===== config.mk =====
export PLATFORM = sky130hd
export DESIGN_NAME = edo_dq_ctrl
export DESIGN_NICKNAME = d
export VERILOG_FILES = /design/src/rtl/edo_pkg.sv /design/src/rtl/edo_strobe_sync.sv /design/src/rtl/edo_oe_window.sv /design/src/rtl/edo_dq_ctrl.sv
export SDC_FILE = /design/constraint.sdc
export NUM_CORES = 1
export LEC_CHECK = 0
export BUFFER_PORTS_ARGS = -buffer_cell sky130_fd_sc_hd__buf_4
export CAP_MARGIN = 5
export CORE_UTILIZATION = 50
export DETAILED_ROUTE_END_ITERATION = 7
export PLACE_DENSITY_LB_ADDON = 0.3
export SYNTH_ARGS = -nofsm -noshare
export SYNTH_HDL_FRONTEND = slang
export SYNTH_HIERARCHICAL = 1
export SYNTH_SLANG_ARGS = --single-unit

===== constraint.sdc =====
create_clock -name clk_i -period 1.8 [get_ports clk_i]
set_input_delay 0.36 -clock clk_i [delete_from_list [all_inputs] [get_ports clk_i]]
set_output_delay 0.36 -clock clk_i [all_outputs]
set_load 0.02 [all_outputs]

===== src/rtl/edo_pkg.sv =====
package edo_pkg;
  localparam int unsigned STROBES = 4;

  typedef struct packed {
    logic ras;
    logic cas;
    logic we;
    logic oe;
  } strobe_t;
endpackage


===== src/rtl/edo_strobe_sync.sv =====
module edo_strobe_sync
  import edo_pkg::*;
#(
  parameter int unsigned STAGES = 2
) (
  input  logic    clk_i,
  input  logic    rst_ni,
  input  strobe_t raw_ni,
  output strobe_t act_o,
  output strobe_t act_prev_o
);
  logic [STROBES-1:0] pipe [STAGES];
  logic [STROBES-1:0] prev_q;

  for (genvar s = 0; s < STAGES; s++) begin : g_stage
    always_ff @(posedge clk_i or negedge rst_ni) begin
      if (!rst_ni) pipe[s] <= '1;
      else if (s == 0) pipe[s] <= raw_ni;
      else pipe[s] <= pipe[s-1];
    end
  end

  always_ff @(posedge clk_i or negedge rst_ni) begin
    if (!rst_ni) prev_q <= '1;
    else prev_q <= pipe[STAGES-1];
  end

  assign act_o      = strobe_t'(~pipe[STAGES-1]);
  assign act_prev_o = strobe_t'(~prev_q);
endmodule


===== src/rtl/edo_oe_window.sv =====
module edo_oe_window #(
  parameter int unsigned HOLD_CYC  = 3,
  parameter int unsigned PULSE_CYC = 2
) (
  input  logic clk_i,
  input  logic rst_ni,
  input  logic cas_high_i,
  input  logic cas_rise_i,
  input  logic cas_fall_i,
  input  logic oe_act_i,
  output logic oe_off_o
);
  localparam int unsigned MAXT = (HOLD_CYC > PULSE_CYC) ? HOLD_CYC : PULSE_CYC;
  localparam int unsigned CW   = $clog2(MAXT + 1);

  logic [CW-1:0] cnt_q, cnt_n, thr;
  logic          hold_q, hold_mode, off_q;

  // mode is picked by OE level at the very cycle CAS rises
  assign hold_mode = cas_rise_i ? ~oe_act_i : hold_q;
  assign thr       = hold_mode ? CW'(HOLD_CYC) : CW'(PULSE_CYC);
  assign cnt_n     = (cnt_q == CW'(MAXT)) ? cnt_q : cnt_q + 1'b1;

  always_ff @(posedge clk_i or negedge rst_ni) begin
    if (!rst_ni) begin
      cnt_q  <= '0;
      hold_q <= 1'b0;
      off_q  <= 1'b0;
    end else begin
      if (cas_rise_i) hold_q <= ~oe_act_i;
      else if (oe_act_i) hold_q <= 1'b0;

      if (cas_fall_i) begin
        cnt_q <= '0;
        off_q <= 1'b0;
      end else if (cas_high_i && !oe_act_i) begin
        cnt_q <= cnt_n;
        if (cnt_n >= thr) off_q <= 1'b1;
      end else begin
        cnt_q <= '0;
      end
    end
  end

  assign oe_off_o = off_q;
endmodule


===== src/rtl/edo_dq_ctrl.sv =====
module edo_dq_ctrl
  import edo_pkg::*;
#(
  parameter int unsigned DW          = 4,
  parameter int unsigned SYNC_STAGES = 2,
  parameter int unsigned OE_HOLD_CYC  = 3,
  parameter int unsigned OE_PULSE_CYC = 2
) (
  input  logic          clk_i,
  input  logic          rst_ni,
  input  logic          ras_ni,
  input  logic          cas_ni,
  input  logic          we_ni,
  input  logic          oe_ni,
  input  logic [DW-1:0] rd_data_i,
  output logic          dq_drive_o,
  output logic [DW-1:0] dq_data_o
);
  strobe_t raw, act, prev;
  logic    ras_a, cas_a, we_a, oe_a;
  logic    cas_fall, cas_rise, ras_rise;
  logic    oe_off;
  logic    blank_q, we_off_q, ras_off_q, have_q;
  logic [DW-1:0] data_q;

  assign raw = '{ras: ras_ni, cas: cas_ni, we: we_ni, oe: oe_ni};

  edo_strobe_sync #(.STAGES(SYNC_STAGES)) u_sync (
    .clk_i      (clk_i),
    .rst_ni     (rst_ni),
    .raw_ni     (raw),
    .act_o      (act),
    .act_prev_o (prev)
  );

  assign ras_a    = act.ras;
  assign cas_a    = act.cas;
  assign we_a     = act.we;
  assign oe_a     = act.oe;
  assign cas_fall = cas_a & ~prev.cas;
  assign cas_rise = ~cas_a & prev.cas;
  assign ras_rise = ~ras_a & prev.ras;

  edo_oe_window #(.HOLD_CYC(OE_HOLD_CYC), .PULSE_CYC(OE_PULSE_CYC)) u_oe_win (
    .clk_i      (clk_i),
    .rst_ni     (rst_ni),
    .cas_high_i (~cas_a),
    .cas_rise_i (cas_rise),
    .cas_fall_i (cas_fall),
    .oe_act_i   (oe_a),
    .oe_off_o   (oe_off)
  );

  always_ff @(posedge clk_i or negedge rst_ni) begin
    if (!rst_ni) begin
      blank_q   <= 1'b0;
      we_off_q  <= 1'b0;
      ras_off_q <= 1'b0;
      have_q    <= 1'b0;
      data_q    <= '0;
    end else if (cas_fall) begin
      we_off_q  <= 1'b0;
      ras_off_q <= 1'b0;
      // early write or refresh-order strobes: no access, pins stay released
      if (we_a || !ras_a) begin
        blank_q <= 1'b1;
      end else begin
        blank_q <= 1'b0;
        have_q  <= 1'b1;
        data_q  <= rd_data_i;
      end
    end else begin
      if (!cas_a && we_a) we_off_q <= 1'b1;
      if (cas_a && ras_rise) ras_off_q <= 1'b1;
    end
  end

  assign dq_drive_o = have_q & oe_a & ~we_a & ~blank_q & ~we_off_q & ~ras_off_q & ~oe_off;
  assign dq_data_o  = data_q;
endmodule


Word level (Yosys, flattened, before mapping)

Index checks and enable logic that the tools add are counted.

Word-level logic and storage cells: 64
Input bits: 10
Output and inout port bits: 5
Register bits after elaboration: 24

Multiplexer cells: 15
Add/sub/neg operators: 1
Magnitude comparators: 1
Eq/ne operators: 1
Bitwise operators: 21
Reduce and logical (&&, ||, !) cells: 14

Operators with widths:

| operator            | number |
|---|---|
| $mux 1              | 12 |
| $not 1->1           | 10 |
| $reduce_bool 2->1   | 5 |
| $and 1x1->1         | 9 |
| $not 4->4           | 2 |
| $mux 2              | 3 |
| $reduce_and 2->1    | 2 |
| $logic_and 1x1->1   | 3 |
| $logic_not 1->1     | 3 |
| $add 2x1->2 const B | 1 |
| $eq 2x2->1 const B  | 1 |
| $ge 2x2->1          | 1 |
| $logic_or 1x1->1    | 1 |

Longest topological paths before layout

Gate-level depths: netlist of the first run.

Depth in word-level cells: 9
Mapped depth: 6
Mapped depth without buffers: 6

Cells and area by module

Netlist of the first run, hierarchy kept.

By module, submodules not included:

| module          | seq. area each (µm²) | area an instance (µm²) | instances | cells an instance |
|---|---|---|---|---|
| edo_dq_ctrl     | 200.2                | 359.1                  | 1         | 26 |
| edo_strobe_sync | 315.3                | 345.3                  | 1         | 20 |
| edo_oe_window   | 100.1                | 186.4                  | 1         | 17 |

Worst setup path before layout of the first run

No wires, ideal clock.

Kind: register -> register
From: reg u_sync/pipe[2] (netlist name)
To: reg u_oe_win.off_q (netlist: u_oe_win/oe_off_o)
Arrival time: 1449 ps
Setup slack: 255 ps
Library setup time: 95 ps
Clock period less this slack: 1545 ps
Cell stages (with the launch flop): 5
Data required time: 1705 ps
Path buffers: 0
Cell sequence: dfstp_2 -> inv_1 -> and2b_2 -> or3b_1 -> o32ai_2

RTL lines:

| element                         | RTL line              | text |
|---|---|---|
| start, declared                 | edo_strobe_sync.sv:12 | `logic [STROBES-1:0] pipe [STAGES];` |
| start signal, assigned by index | edo_strobe_sync.sv:18 | `else if (s == 0) pipe[s] <= raw_ni;` |
| start signal, assigned by index | edo_strobe_sync.sv:19 | `else pipe[s] <= pipe[s-1];` |
| end signal, assigned            | edo_oe_window.sv:28   | `off_q <= 1'b0;` |
| end signal, assigned            | edo_oe_window.sv:35   | `off_q <= 1'b0;` |
| end signal, assigned            | edo_oe_window.sv:38   | `if (cnt_n >= thr) off_q <= 1'b1;` |
| end, declared                   | edo_oe_window.sv:17   | `logic hold_q, hold_mode, off_q;` |

==> impl_metrics.tcl, run 1 <==
set metrics [dict create \
    worstRegToRegCells 4 \
    synth_cells 59 \
    slowest_stage "dfstp_2" \
    cts_tree "yes" \
    drive_above_1_share_pct 51.3 \
    ir_drop_mv 0.620 \
    cts_inserted_buffers 3 \
    syn2layout_area_growth_pct 23.8 \
    netlist_area_um2 831 \
    fmax_mhz 585 \
    via_per_inst 4.99 \
    htreeDepth 1 \
    grt_overflow_total 0 \
    wl_per_cell_um 12.2 \
    cts-root-to-sink-buffers 2 \
    placed_cells 89 \
    path_clk_slew_ns 0.12 \
    port_buffers 14 \
    ant_nets 0 \
    maxCapViolCount 0 \
    final_net_count 90 \
    max_stage_delay_ns 0.55 \
    cts_root_buf "clkbuf_4" \
    post-dp-hpwl_um 766 \
    finalSetupViolations 0 \
    core_um2 1520 \
    cp.required_ns 1.44 \
    finalHoldViolCount 0 \
    track_usage_pct 14.7 \
    fin_area_um2 1030 \
    antenna_cells 0 \
    die_area_um2 1830 \
    p_per_area_nw_per_um2 1070 \
    cp.arrival_ns 1.35 \
    rsz0062_at_grt "false" \
    drc 0 \
    syn_nets 70 \
    syn_area_per_cell_um2 14.1 \
    dr.pass1.iters 4 \
    finalCritPeriodShare_pct 95.0 \
    whs_path_depth 1 \
    grt_max_degree 23 \
    yosysWarnings 6 \
    worstMarginPinSlew_ns 0.265 \
    period_minus_slack_ns 1.71 \
    grt_pass1_wl_um 1970 \
    status "complete, no violations" \
    clock-sinks 22 \
    pin_count 15 \
    totalWireLength_um 1150 \
    gp_congestion 0.754 \
    die_height_um 42.8 \
    post_dp_cell_area_um2 956 \
    stdcell_count 94 \
    hold_path.class "input pin to flip-flop" \
    drv_slew 0 \
    p_leak_nw 0.492 \
    antenna_found_initial 0 \
    drt-initial-drc-count 5 \
    clk_latency_ns 0.30 \
    maxSlewHeadroom_pct 82.3 \
    die_w_um 42.8 \
    hold_slack_ns 0.150 \
    num-fill-cells 108 \
    cp-start-kind "flip-flop" \
    crit_type "flip-flop to output port" \
    rows 14 \
    cp_cell_sequence "inv_2, nor4_2, and4b_1, buf_6" \
    grt_pass1_vias 478 \
    dr_total_vias 469 \
    cp-end-kind "output port" \
    clock_skew_ns 0.00475 \
    start_util_pct 54.5 \
    worstPathMaxFanout 3 \
]
registers in the layout (all words and copies together) (netlist names):
| name | count |
|---|---|
| have_q | 1 |
| u_oe_win/cnt_q | 2 |
| u_sync/pipe | 8 |
| dq_data_o | 4 |
| u_oe_win/hold_q | 1 |
| u_sync/prev_q | 2 |
| ras_off_q | 1 |
| we_off_q | 1 |
| u_oe_win/oe_off_o | 1 |
| blank_q | 1 |
worst paths after layout:
kind,startpoint,endpoint,slack [ns]
worst max register to register,u_sync/pipe[2]$_DFF_PN1_,u_oe_win/oe_off_o$_DFFE_PN0P_,0.13
max in group asynchronous,rst_ni,u_sync/pipe[2]$_DFF_PN1_,1.07
worst max-delay path,u_sync/pipe[1]$_DFF_PN1_,dq_drive_o,0.09
min in group asynchronous,rst_ni,blank_q$_DFFE_PN0P_,0.46
worst min register to register,u_sync/pipe[4]$_DFF_PN1_,u_sync/pipe[0]$_DFF_PN1_,0.36
worst min-delay path,ras_ni,u_sync/pipe[7]$_DFF_PN1_,0.15
per-stage QoR:
step                      utilization [%]  TNS [ns]  setup slack (ns)  total power [mW]
final                                67.5         0            0.0902              1.10
after global routing                 67.5         0           0.00954              1.14
after CTS                            67.5  -0.00593          -0.00593              1.11
after detailed placement             62.7         0             0.151             0.733
after global placement               62.7         0             0.210             0.729
after floorplan                         -         0             0.255             0.665
layout by cell type (no fill, tap or decap):
master / count
a21oi_1: 1
and2b_2: 2
and4b_1: 1
and4bb_4: 1
buf_4: 13
buf_6: 1
bufinv_16: 1
clkbuf_4: 3
dfrtp_1: 12
dfstp_2: 10
dlygate4sd3_1: 1
ha_1: 1
inv_1: 9
inv_2: 1
mux2_4: 4
mux2i_1: 1
nand2_1: 1
nand3b_1: 1
nor2_1: 6
nor2b_1: 2
nor4_2: 1
o21ai_0: 1
o21ba_2: 1
o32ai_2: 1
or2_2: 1
or3b_1: 1
routing by layer:
metal	routed length [µm]	up-vias	global-route usage, %
li1	-	228	-
met1	548	234	19.4
met2	565	7	23.3
met3	37	0	2.55
met4	0	0	7.50
met5	0	-	0
power breakdown:
part	internal [mW]	total, mW	switching, mW	leakage, nW
Sequential	0.548	0.572	0.0236	0.250
Clock	0.225	0.368	0.143	0.0279
Combinational	0.0857	0.157	0.0717	0.214
worst max-delay path: cells and delay by family, from the launching register on:
kind	cells	cell delay, ns
buffers and inverters	2	0.16
flip-flops	1	0.55
AND/OR/NAND/NOR	2	0.35
what timing repair did:
action / CTS / global route
endpoints found under the setup margin: 1 / 1
pin swaps: 2 / 2
resized for setup: 3 / 0
endpoints found under the hold margin: 12 / 0
hold buffers: 1 / 0
setup buffers: 0 / 0
cell type report:
| cell class | instances | area [µm²] | area share, % |
|---|---|---|---|
| Clock buffer | 3 | 22.5 | 2.19 |
| Clock inverter | 1 | 30.0 | 2.92 |
| Inverter | 10 | 37.5 | 3.65 |
| Multi-Input combinational cell | 27 | 236 | 23.0 |
| Sequential cell | 22 | 563 | 54.7 |
| Tap cell | 16 | 20.0 | 1.95 |
| Timing Repair Buffer | 15 | 119 | 11.6 |
Note: power is estimated with default switching activity, not from simulation.
==> run 2: changes to the inputs <==
--- a/config.mk
+++ b/config.mk
@@ -9,7 +9,8 @@
 export CAP_MARGIN = 5
 export CORE_UTILIZATION = 50
 export DETAILED_ROUTE_END_ITERATION = 7
-export PLACE_DENSITY_LB_ADDON = 0.3
+export PLACE_DENSITY_LB_ADDON = 0.12
+export REMOVE_ABC_BUFFERS = 1
 export SYNTH_ARGS = -nofsm -noshare
 export SYNTH_HDL_FRONTEND = slang
 export SYNTH_HIERARCHICAL = 1
==> run 2 against run 1 <==
  * Die area is the same
  * Worst setup slack lost 0.033 ns
  * Hold slack gained 0.00062 ns
  * Clock skew grew 0.0010 ns
  * Highest routed layer is now met4
  * Critical endpoint unchanged
  * Routed wire length grew 0.17%
==> impl_metrics.tcl, run 2 (synthesis results as in run 1) <==
set metrics [dict create \
    status "complete, no violations" \
    wl_per_cell_um 12.3 \
    switchingPower_uw 237 \
    gp_congestion 0.742 \
    hold_path.class "input pin to flip-flop" \
    ir_drop_mv 0.626 \
    seq_area_um2 563 \
    rows 14 \
    finalHoldViolCount 0 \
    syn2layout_area_growth_pct 21.4 \
    drc 0 \
    post-dp-hpwl_um 825 \
    drt-initial-drc-count 6 \
    swShare_pct 23.8 \
    dr.pass1.iters 2 \
    p_leak_nw 0.485 \
    port_buffers 14 \
    cp.required_ns 1.44 \
    clock-sinks 22 \
    post_dp_cell_area_um2 956 \
    layout_commonest_cell "buf_4" \
    cts_inserted_buffers 3 \
    htreeDepth 1 \
    die_area_um2 1830 \
    grt_overflow_total 0 \
    holdPathEnd "u_sync/pipe[4]$_DFF_PN1_" \
    reg2reg_to "u_oe_win/oe_off_o$_DFFE_PN0P_" \
    layout_common_cells "14 x buf_4, 12 x dfrtp_1, 10 x inv_1, 10 x dfstp_2, 6 x nor2_1" \
    antenna_cells 0 \
    drive_above_1_share_pct 50.0 \
    dr_total_vias 461 \
    clock_skew_ns 0.00574 \
    totalWireLength_um 1150 \
    final_net_count 90 \
    max_stage_delay_ns 0.54 \
    whs_path_depth 1 \
    intPower_uw 757 \
    placed_cells 89 \
    combPwrFrac_pct 15.7 \
    ant_nets 0 \
    maxSlewHeadroom_pct 81.8 \
    maxCapViolCount 0 \
    path_clk_slew_ns 0.12 \
    crit_type "flip-flop to output port" \
    worstPathMaxFanout 3 \
    drv_slew 0 \
    worstMarginPinSlew_ns 0.273 \
    worstRegToRegCells 4 \
    via_per_inst 4.90 \
    pin_count 15 \
    clk_latency_ns 0.30 \
    regMostFlops "u_sync/pipe" \
    rsz0062_at_grt "true" \
    antenna_found_initial 0 \
    hold_slack_ns 0.151 \
    p_clk_share_pct 26.8 \
    grt_pass1_wl_um 2060 \
    final_core_util_pct 66.2 \
    finalSetupViolations 0 \
    fin_area_um2 1010 \
    start_util_pct 54.5 \
    fmax_mhz 574 \
    track_usage_pct 15.7 \
    hp-start "oe_ni" \
    num-fill-cells 116 \
    rrSetupSlack_ns 0.16 \
    cp-end-kind "output port" \
    die_height_um 42.8 \
    cp-start-kind "flip-flop" \
    cts_tree "yes" \
    largest_reg_flops 8 \
    grt_max_degree 23 \
    finalCritPeriodShare_pct 96.8 \
    slowest_stage "dfstp_2" \
    cts_root_buf "clkbuf_4" \
    cts-root-to-sink-buffers 2 \
    core_um2 1520 \
    stdcell_count 94 \
    p_per_area_nw_per_um2 985 \
    cts_setup_buffers 0 \
    seq_power_share_pct 57.5 \
    die_w_um 42.8 \
    rr_startpoint "u_sync/pipe[2]$_DFF_PN1_" \
    multiInputGateArea_um2 236 \
    period_minus_slack_ns 1.74 \
    grt_pass1_vias 475 \
    cp_cell_sequence "inv_1, nor4_2, and4b_1, buf_4" \
    cp.arrival_ns 1.38 \
]
-- run 2: cell types whose count changed in the layout (fill, tap and decap cells not counted) --
cell	before	now
clkbuf_8	0	1
buf_6	1	0
buf_4	13	14
bufinv_16	1	0
inv_1	9	10
inv_2	1	0
-- run 2: worst max-delay path by stage --
stage                     cells past startpoint                       endpoint  slack [ns]                      from
after global routing                          4                     dq_drive_o       -0.08  u_sync/pipe[1]$_DFF_PN1_
after CTS                                     4                     dq_drive_o        0.02  u_sync/pipe[1]$_DFF_PN1_
after global placement                        4  u_oe_win/oe_off_o$_DFFE_PN0P_        0.20  u_sync/pipe[2]$_DFF_PN1_
final                                         4                     dq_drive_o        0.06  u_sync/pipe[1]$_DFF_PN1_
after floorplan                               4  u_oe_win/oe_off_o$_DFFE_PN0P_        0.26  u_sync/pipe[2]$_DFF_PN1_
after detailed placement                      6  u_oe_win/oe_off_o$_DFFE_PN0P_        0.18  u_sync/pipe[2]$_DFF_PN1_
-- run 2: power by group through the flow --
stage          Sequential (mW)  Clock (mW)  Combinational (mW)
6_report                 0.571       0.266               0.156
3_3_place_gp             0.578           0               0.152
4_1_cts                  0.572       0.276               0.159
5_1_grt                  0.577       0.287               0.171
3_5_place_dp             0.579           0               0.155
2_1_floorplan            0.600           0              0.0645
-- run 2: stage by stage --
stage | power (mW) | setup WS (ns) | setup TNS [ns]
after floorplan | 0.665 | 0.255 | 0
after global placement | 0.730 | 0.201 | 0
after detailed placement | 0.735 | 0.176 | 0
after CTS | 1.01 | 0.0222 | 0
after global routing | 1.04 | -0.0791 | -0.0791
final | 0.993 | 0.0575 | 0
-- run 2: critical path, delay by kind of cell (launching register included) --
family                 cells  cell delay [ns]
buffers and inverters      2             0.20
flip-flops                 1             0.54
AND/OR/NAND/NOR            2             0.35
-- run 2: what timing repair did --
item	4_1_cts	5_1_grt
endpoints found under the setup margin	1	1
pin swaps	1	0
resized for setup	1	0
hold buffers	1	0
hold endpoints to repair	12	0
-- run 2: final cells by class --
class | count | area share, %
clock buffers | 4 | 3.60
repair buffers | 15 | 11.4
well taps | 16 | 1.99
multi-input cells | 27 | 23.4
inverters | 10 | 3.72
flip-flops and latches | 22 | 55.8
-- run 2: routing by layer --
metal | wire [µm] | track usage [%] | part of all wire [%] | vias up
met5 | 0 | 0 | 0 | -
met4 | 15 | 11.3 | 1.3 | 0
met3 | 50 | 2.55 | 4.3 | 2
met2 | 531 | 22.7 | 46 | 11
met1 | 555 | 21.3 | 48 | 222
li1 | - | - | - | 226
